## src/rtl/md5_pkg.sv

```systemverilog
package md5_pkg;

  localparam int WORD_W = 32;

  typedef logic [WORD_W-1:0] word_t;

  // Chaining value; lane A sits in the least significant bits.
  typedef struct packed {
    word_t d;
    word_t c;
    word_t b;
    word_t a;
  } chain_t;

  typedef enum logic [1:0] {
    PH_IDLE = 2'd0,
    PH_RUN  = 2'd1,
    PH_FOLD = 2'd2
  } phase_e;

  localparam chain_t MD5_SEED = '{
    d: 32'h10325476,
    c: 32'h98badcfe,
    b: 32'hefcdab89,
    a: 32'h67452301
  };

  function automatic word_t md5_const(input logic [5:0] i);
    case (i)
      6'd0:  return 32'hd76aa478;  6'd1:  return 32'he8c7b756;
      6'd2:  return 32'h242070db;  6'd3:  return 32'hc1bdceee;
      6'd4:  return 32'hf57c0faf;  6'd5:  return 32'h4787c62a;
      6'd6:  return 32'ha8304613;  6'd7:  return 32'hfd469501;
      6'd8:  return 32'h698098d8;  6'd9:  return 32'h8b44f7af;
      6'd10: return 32'hffff5bb1;  6'd11: return 32'h895cd7be;
      6'd12: return 32'h6b901122;  6'd13: return 32'hfd987193;
      6'd14: return 32'ha679438e;  6'd15: return 32'h49b40821;
      6'd16: return 32'hf61e2562;  6'd17: return 32'hc040b340;
      6'd18: return 32'h265e5a51;  6'd19: return 32'he9b6c7aa;
      6'd20: return 32'hd62f105d;  6'd21: return 32'h02441453;
      6'd22: return 32'hd8a1e681;  6'd23: return 32'he7d3fbc8;
      6'd24: return 32'h21e1cde6;  6'd25: return 32'hc33707d6;
      6'd26: return 32'hf4d50d87;  6'd27: return 32'h455a14ed;
      6'd28: return 32'ha9e3e905;  6'd29: return 32'hfcefa3f8;
      6'd30: return 32'h676f02d9;  6'd31: return 32'h8d2a4c8a;
      6'd32: return 32'hfffa3942;  6'd33: return 32'h8771f681;
      6'd34: return 32'h6d9d6122;  6'd35: return 32'hfde5380c;
      6'd36: return 32'ha4beea44;  6'd37: return 32'h4bdecfa9;
      6'd38: return 32'hf6bb4b60;  6'd39: return 32'hbebfbc70;
      6'd40: return 32'h289b7ec6;  6'd41: return 32'heaa127fa;
      6'd42: return 32'hd4ef3085;  6'd43: return 32'h04881d05;
      6'd44: return 32'hd9d4d039;  6'd45: return 32'he6db99e5;
      6'd46: return 32'h1fa27cf8;  6'd47: return 32'hc4ac5665;
      6'd48: return 32'hf4292244;  6'd49: return 32'h432aff97;
      6'd50: return 32'hab9423a7;  6'd51: return 32'hfc93a039;
      6'd52: return 32'h655b59c3;  6'd53: return 32'h8f0ccc92;
      6'd54: return 32'hffeff47d;  6'd55: return 32'h85845dd1;
      6'd56: return 32'h6fa87e4f;  6'd57: return 32'hfe2ce6e0;
      6'd58: return 32'ha3014314;  6'd59: return 32'h4e0811a1;
      6'd60: return 32'hf7537e82;  6'd61: return 32'hbd3af235;
      6'd62: return 32'h2ad7d2bb;  6'd63: return 32'heb86d391;
    endcase
  endfunction

  // Rotate amount depends only on the round and the step's position mod 4.
  function automatic logic [4:0] md5_rot(input logic [5:0] i);
    case ({i[5:4], i[1:0]})
      4'h0: return 5'd7;   4'h1: return 5'd12;  4'h2: return 5'd17;  4'h3: return 5'd22;
      4'h4: return 5'd5;   4'h5: return 5'd9;   4'h6: return 5'd14;  4'h7: return 5'd20;
      4'h8: return 5'd4;   4'h9: return 5'd11;  4'ha: return 5'd16;  4'hb: return 5'd23;
      4'hc: return 5'd6;   4'hd: return 5'd10;  4'he: return 5'd15;  4'hf: return 5'd21;
    endcase
  endfunction

  // Message word read by step i, all arithmetic mod 16.
  function automatic logic [3:0] md5_widx(input logic [5:0] i);
    case (i[5:4])
      2'd0: return i[3:0];
      2'd1: return 4'(i[3:0] * 4'd5 + 4'd1);
      2'd2: return 4'(i[3:0] * 4'd3 + 4'd5);
      2'd3: return 4'(i[3:0] * 4'd7);
    endcase
  endfunction

  function automatic word_t md5_mix(input logic [1:0] rnd, input word_t x,
                                    input word_t y, input word_t z);
    case (rnd)
      2'd0: return (x & y) | (~x & z);
      2'd1: return (x & z) | (y & ~z);
      2'd2: return x ^ y ^ z;
      2'd3: return y ^ (x | ~z);
    endcase
  endfunction

endpackage

```

## src/rtl/md5_msg_store.sv

```systemverilog
module md5_msg_store #(
  parameter int WORDS = 16,
  parameter int W     = 32
) (
  input  logic                     clk,
  input  logic                     rst_n,
  input  logic                     wr_en,
  input  logic [$clog2(WORDS)-1:0] wr_addr,
  input  logic [W-1:0]             wr_data,
  input  logic [$clog2(WORDS)-1:0] rd_addr,
  output logic [W-1:0]             rd_data
);

  localparam int AW = $clog2(WORDS);

  logic [WORDS*W-1:0] flat;

  for (genvar w = 0; w < WORDS; w++) begin : g_word
    logic         hit;
    logic [W-1:0] word_q;

    assign hit = wr_en && (wr_addr == AW'(w));

    always_ff @(posedge clk or negedge rst_n) begin
      if (!rst_n) begin
        word_q <= '0;
      end else if (hit) begin
        word_q <= wr_data;
      end
    end

    assign flat[w*W +: W] = word_q;
  end

  assign rd_data = flat[rd_addr*W +: W];

endmodule

```

## src/rtl/md5_step_sched.sv

```systemverilog
module md5_step_sched
  import md5_pkg::*;
(
  input  logic [5:0] step,
  output logic [3:0] widx,
  output word_t      konst,
  output logic [4:0] rot,
  output logic [1:0] rnd
);

  always_comb begin
    widx  = md5_widx(step);
    konst = md5_const(step);
    rot   = md5_rot(step);
    rnd   = step[5:4];
  end

endmodule

```

## src/rtl/md5_round_fn.sv

```systemverilog
module md5_round_fn
  import md5_pkg::*;
(
  input  chain_t     cur,
  input  word_t      msg,
  input  word_t      konst,
  input  logic [4:0] rot,
  input  logic [1:0] rnd,
  output chain_t     nxt
);

  word_t                 mixed;
  word_t                 total;
  logic [2*WORD_W-1:0]   spun;

  always_comb begin
    mixed = md5_mix(rnd, cur.b, cur.c, cur.d);
    total = cur.a + mixed + msg + konst;
    spun  = {total, total} << rot;
    nxt.a = cur.d;
    nxt.d = cur.c;
    nxt.c = cur.b;
    nxt.b = cur.b + spun[2*WORD_W-1:WORD_W];
  end

endmodule

```

## src/rtl/md5_iter_core.sv

```systemverilog
module md5_iter_core
  import md5_pkg::*;
#(
  parameter int MSG_WORDS = 16,
  parameter int STEPS     = 64
) (
  input  logic                          clk,
  input  logic                          rst_n,
  input  logic [WORD_W-1:0]             msg_word,
  input  logic [$clog2(MSG_WORDS)-1:0]  msg_addr,
  input  logic                          msg_we,
  input  logic                          begin_first,
  input  logic                          begin_next,
  output logic [4*WORD_W-1:0]           digest,
  output logic                          done
);

  localparam int AW    = $clog2(MSG_WORDS);
  localparam int CW    = $clog2(STEPS);
  localparam int LANES = 4;

  phase_e          phase_q, phase_d;
  logic [CW-1:0]   cnt_q, cnt_d;
  chain_t          work_q, work_d;
  chain_t          save_q;
  logic [4*WORD_W-1:0] dig_q, fold_sum;
  logic            done_q, done_d;

  logic            accept, running, folding, last_step, busy;
  logic            work_en, cnt_en, save_en, dig_en, done_en;
  chain_t          seed, step_out;

  logic [AW-1:0]   widx;
  word_t           konst, msg_rd;
  logic [4:0]      rot;
  logic [1:0]      rnd;

  md5_msg_store #(.WORDS(MSG_WORDS), .W(WORD_W)) u_store (
    .clk     (clk),
    .rst_n   (rst_n),
    .wr_en   (msg_we && !busy),
    .wr_addr (msg_addr),
    .wr_data (msg_word),
    .rd_addr (widx),
    .rd_data (msg_rd)
  );

  md5_step_sched u_sched (
    .step  (cnt_q),
    .widx  (widx),
    .konst (konst),
    .rot   (rot),
    .rnd   (rnd)
  );

  md5_round_fn u_round (
    .cur   (work_q),
    .msg   (msg_rd),
    .konst (konst),
    .rot   (rot),
    .rnd   (rnd),
    .nxt   (step_out)
  );

  // Final feed-forward: one adder per lane.
  for (genvar l = 0; l < LANES; l++) begin : g_fold
    assign fold_sum[l*WORD_W +: WORD_W] =
      work_q[l*WORD_W +: WORD_W] + save_q[l*WORD_W +: WORD_W];
  end

  // Next-state logic
  always_comb begin
    running   = (phase_q == PH_RUN);
    folding   = (phase_q == PH_FOLD);
    busy      = (phase_q != PH_IDLE);
    accept    = (begin_first || begin_next) && !busy;
    last_step = running && (cnt_q == CW'(STEPS-1));
    seed      = begin_first ? MD5_SEED : chain_t'(dig_q);

    work_en = accept || running;
    work_d  = accept ? seed : step_out;
    save_en = accept;
    cnt_en  = accept || running;
    cnt_d   = accept ? '0 : cnt_q + 1'b1;
    dig_en  = folding;
    done_en = accept || folding;
    done_d  = folding;

    phase_d = phase_q;
    case (phase_q)
      PH_IDLE: if (accept)    phase_d = PH_RUN;
      PH_RUN:  if (last_step) phase_d = PH_FOLD;
      PH_FOLD:                phase_d = PH_IDLE;
      default:                phase_d = PH_IDLE;
    endcase
  end

  // Registers
  always_ff @(posedge clk or negedge rst_n) begin
    if (!rst_n) begin
      phase_q <= PH_IDLE;
      cnt_q   <= '0;
      work_q  <= '0;
      save_q  <= '0;
      dig_q   <= '0;
      done_q  <= 1'b0;
    end else begin
      phase_q <= phase_d;
      if (cnt_en)  cnt_q  <= cnt_d;
      if (work_en) work_q <= work_d;
      if (save_en) save_q <= seed;
      if (dig_en)  dig_q  <= fold_sum;
      if (done_en) done_q <= done_d;
    end
  end

  assign digest = dig_q;
  assign done   = done_q;

endmodule

```

## config.mk

```make
export PLATFORM = sky130hd
export DESIGN_NAME = md5_iter_core
export DESIGN_NICKNAME = d
export VERILOG_FILES = /design/src/rtl/md5_pkg.sv /design/src/rtl/md5_msg_store.sv /design/src/rtl/md5_step_sched.sv /design/src/rtl/md5_round_fn.sv /design/src/rtl/md5_iter_core.sv
export SDC_FILE = /design/constraint.sdc
export NUM_CORES = 2
export LEC_CHECK = 0
export ABC_AREA = 1
export BUFFER_PORTS_ARGS = -buffer_cell sky130_fd_sc_hd__buf_2
export CORE_ASPECT_RATIO = 1.2
export CORE_UTILIZATION = 50
export CTS_CLUSTER_SIZE = 40
export DETAILED_ROUTE_END_ITERATION = 8
export PLACE_DENSITY = 0.64
export SYNTH_ARGS = -nofsm -noshare
export SYNTH_HDL_FRONTEND = slang
export SYNTH_SLANG_ARGS = --single-unit
```

## constraint.sdc

```tcl
create_clock -name clk -period 10.25 [get_ports clk]
set_input_delay 1.025 -clock clk [delete_from_list [all_inputs] [get_ports clk]]
set_output_delay 1.025 -clock clk [all_outputs]
set_load 0.05 [all_outputs]
```

==> reports/qor.txt <==
sequential share of the synthesized area - 0.4079
clock skew - 42.36 ps
mean area per synthesized cell - 7.614 um2
Fin. Hold Viols - 0
HPWL after detailed placement - 138400 um
Area Growth Syn to Fin - 11.16%
nets@finish - 7658
CTS HTree Levels - 3
initial core utilization - 0.5055
FFs w/ async S/R, synth - 1.000
Synth Flop Type - dfrtp_1
Die W - 306.2 um
Vias/cell - 5.965
Final Cycle Share - 0.9040
CP bufs+invs - 7
Area contributors post-synth - dfrtp_1, nand2_1, o21ai_0
total grt overflow - 0
RR Endpoint - work_q[49]$_DFFE_PN0P_
final WL - 201000 um
critical path fanouts, max - 32
Crit path max-delay family - compound AO/OA/AOI/OAI gates
slowest stage delay, CP - 1000 ps
final setup violation count - 0
Synth cell types - 56
fin crit period - 9266 ps
R2R Setup Slk - 980 ps
drt first pass iters - 6
WS Path Type - reg -> reg
fin. max-slew vios - 0
Clock Sinks - 905
reg2reg path depth - 44
Max-slew headroom - 0.1679
cell area after placement - 58360 um2
post_cts resized - 0
maximum number of pins on one net before global-route repair - 190
number of I/O pins - 170
slowest cell on the critical path - a2111oi_0
Critical Path RT - 10820 ps
CTS Hold Bufs - 0
CTS tree - yes
Synth Warn # - 0
std cell rows - 133
Yosys top cell area share - 0.4079
clk root buf - clkbuf_16
Final ANT Viol Nets - 0
Skew-Pair Late Insertion Delay - 730 ps
average wire per standard cell - 22.75 um
Worst setup SP type - register
final instance area - 61720 um2
RR Startpoint - cnt_q[4]$_DFFE_PN0P_
# DRC - 0
vias - 52700
gp weighted congestion - 1.050
initial antenna violation count - 2
WP data arrival - 9840 ps
cts bufs inserted - 98
Mapped Area - 55520 um2
clk slew on worst S/H paths - 70 ps
syn_nets - 7616
Max Root-Sink Buffers - 3
PortBufs - 169
initial DRC count - 5329
core area - 109800 um2
RSZ-0062 raised after global routing - false
post-CTS setup buffers - 0
most common cell in the netlist - nand2_1
first-pass GRT wire length - 305900 um
Post-synth EDFFs - 0
max_cap viols - 0
min-delay worst type - in -> async
vias in the first global route - 49630
Post-Syn Instances - 7292
CP endpoint kind - register
status - finished clean
layout cell share with drive strength beyond 1 - 0.08185
Total GRT Usage - 0.3543
total negative slack - 0 ps
area leader, netlist - dfrtp_1
number of filler cells placed in the layout - 10410
most frequent cell on the critical path - nand2_1
max frequency - 107.9 MHz
most common library cells after synthesis - nand2_1, o21ai_0, dfrtp_1
Seq cells post-synth - 905
Die Span Y - 367.0 um
DIE AREA - 112400 um2
transition time of the tightest slew-check pin - 1248 ps
## flip-flops by register name, indices dropped and copies added, names as in the netlist
signal,cells
done,1
work_q,128
digest,128
phase_q,2
cnt_q,6
u_store.g_word.word_q,512
save_q,128
## layout make-up
cell class	count	area, um2	area share
diodes	1	2.502	0.00004054
well taps	1417	1773	0.02873
multi-input cells	5282	28820	0.4669
repair buffers	371	2585	0.04188
clock buffers	138	2833	0.04590
clock inverters	44	520.5	0.008433
inverters	676	2544	0.04121
flip-flops and latches	905	22650	0.3669
## cell families (layout without fill, tap and decap cells)
group | Yosys count | in the layout | synth area share
and+or+nand+nor | 2567 | 2567 | 0.1869
AOI/OAI and AO/OA | 2234 | 2234 | 0.2237
buffers and inverters | 1105 | 1229 | 0.07574
DFF | 905 | 905 | 0.4079
adders and majority gates | 283 | 283 | 0.07310
xor gates and xnor gates | 136 | 136 | 0.02145
muxes | 62 | 62 | 0.01118
other | 0 | 1 | 0
## worst reg2reg max path, delay by kind of cell, from the launching register on
family,cells,cell delay (ps)
buffers and inverters,7,1270
and+or+nand+nor,20,2560
AOI/OAI and AO/OA,13,2990
adders and majority gates,4,1520
DFF,1,800
## per-layer routing
layer,up-vias,share of wire,track usage
met5,-,0,0
met2,2110,0.46,0.5638
met3,388,0.069,0.04593
met1,25450,0.42,0.4769
li1,24750,-,-
met4,0,0.052,0.1733
## cell usage in the layout, fill, tap and decap left out, types with 7 or more instances in the layout
cell type / n
xnor2_1: 60
or2_2: 17
a21oi_1: 532
buf_4: 185
nand4_1: 45
inv_2: 11
clkbuf_16: 98
o211ai_1: 90
o21bai_1: 11
mux2i_1: 62
a31oi_1: 60
o221ai_1: 94
a21o_1: 12
clkinv_1: 7
buf_12: 17
a221oi_1: 20
a21boi_1: 7
nand3_2: 11
a211oi_1: 13
o21ai_0: 1179
dfrtp_1: 905
o22ai_1: 87
xor2_1: 76
o21ai_1: 39
inv_1: 656
nor2_1: 357
nand2_2: 10
o31ai_1: 11
clkbuf_8: 23
a21boi_0: 12
buf_2: 168
ha_1: 214
o32ai_1: 32
clkinv_2: 22
nor3_1: 58
nand2_1: 1735
fa_1: 69
nand3_1: 305
bufinv_16: 7
clkbuf_1: 17
## worst max-delay path by stage
stage | slack (ps) | end | startpoint | depth (start not counted)
after detailed placement | 1110 | work_q[49]$_DFFE_PN0P_ | cnt_q[4]$_DFFE_PN0P_ | 44
after global placement | 1150 | work_q[56]$_DFFE_PN0P_ | cnt_q[4]$_DFFE_PN0P_ | 48
after CTS | 1050 | work_q[49]$_DFFE_PN0P_ | cnt_q[4]$_DFFE_PN0P_ | 44
final | 980 | work_q[49]$_DFFE_PN0P_ | cnt_q[4]$_DFFE_PN0P_ | 44
after global routing | 250 | work_q[49]$_DFFE_PN0P_ | cnt_q[1]$_DFFE_PN0P_ | 54
after floorplan | 2200 | work_q[56]$_DFFE_PN0P_ | cnt_q[2]$_DFFE_PN0P_ | 56
## stage by stage
stage,hold WS [ps],util,setup slack [ps],cells
2_1_floorplan,447.9,-,2196,7292
3_3_place_gp,454.2,0.5314,1146,8651
3_5_place_dp,465.9,0.5314,1108,8651
4_1_cts,332.2,0.5619,1048,8833
5_1_grt,385.9,0.5619,250.9,8833
6_report,310.8,0.5620,983.6,8834
Power is left out: the tool's default activity adds up to more than one toggle a clock period on the data nets, which glitch-free logic cannot reach.
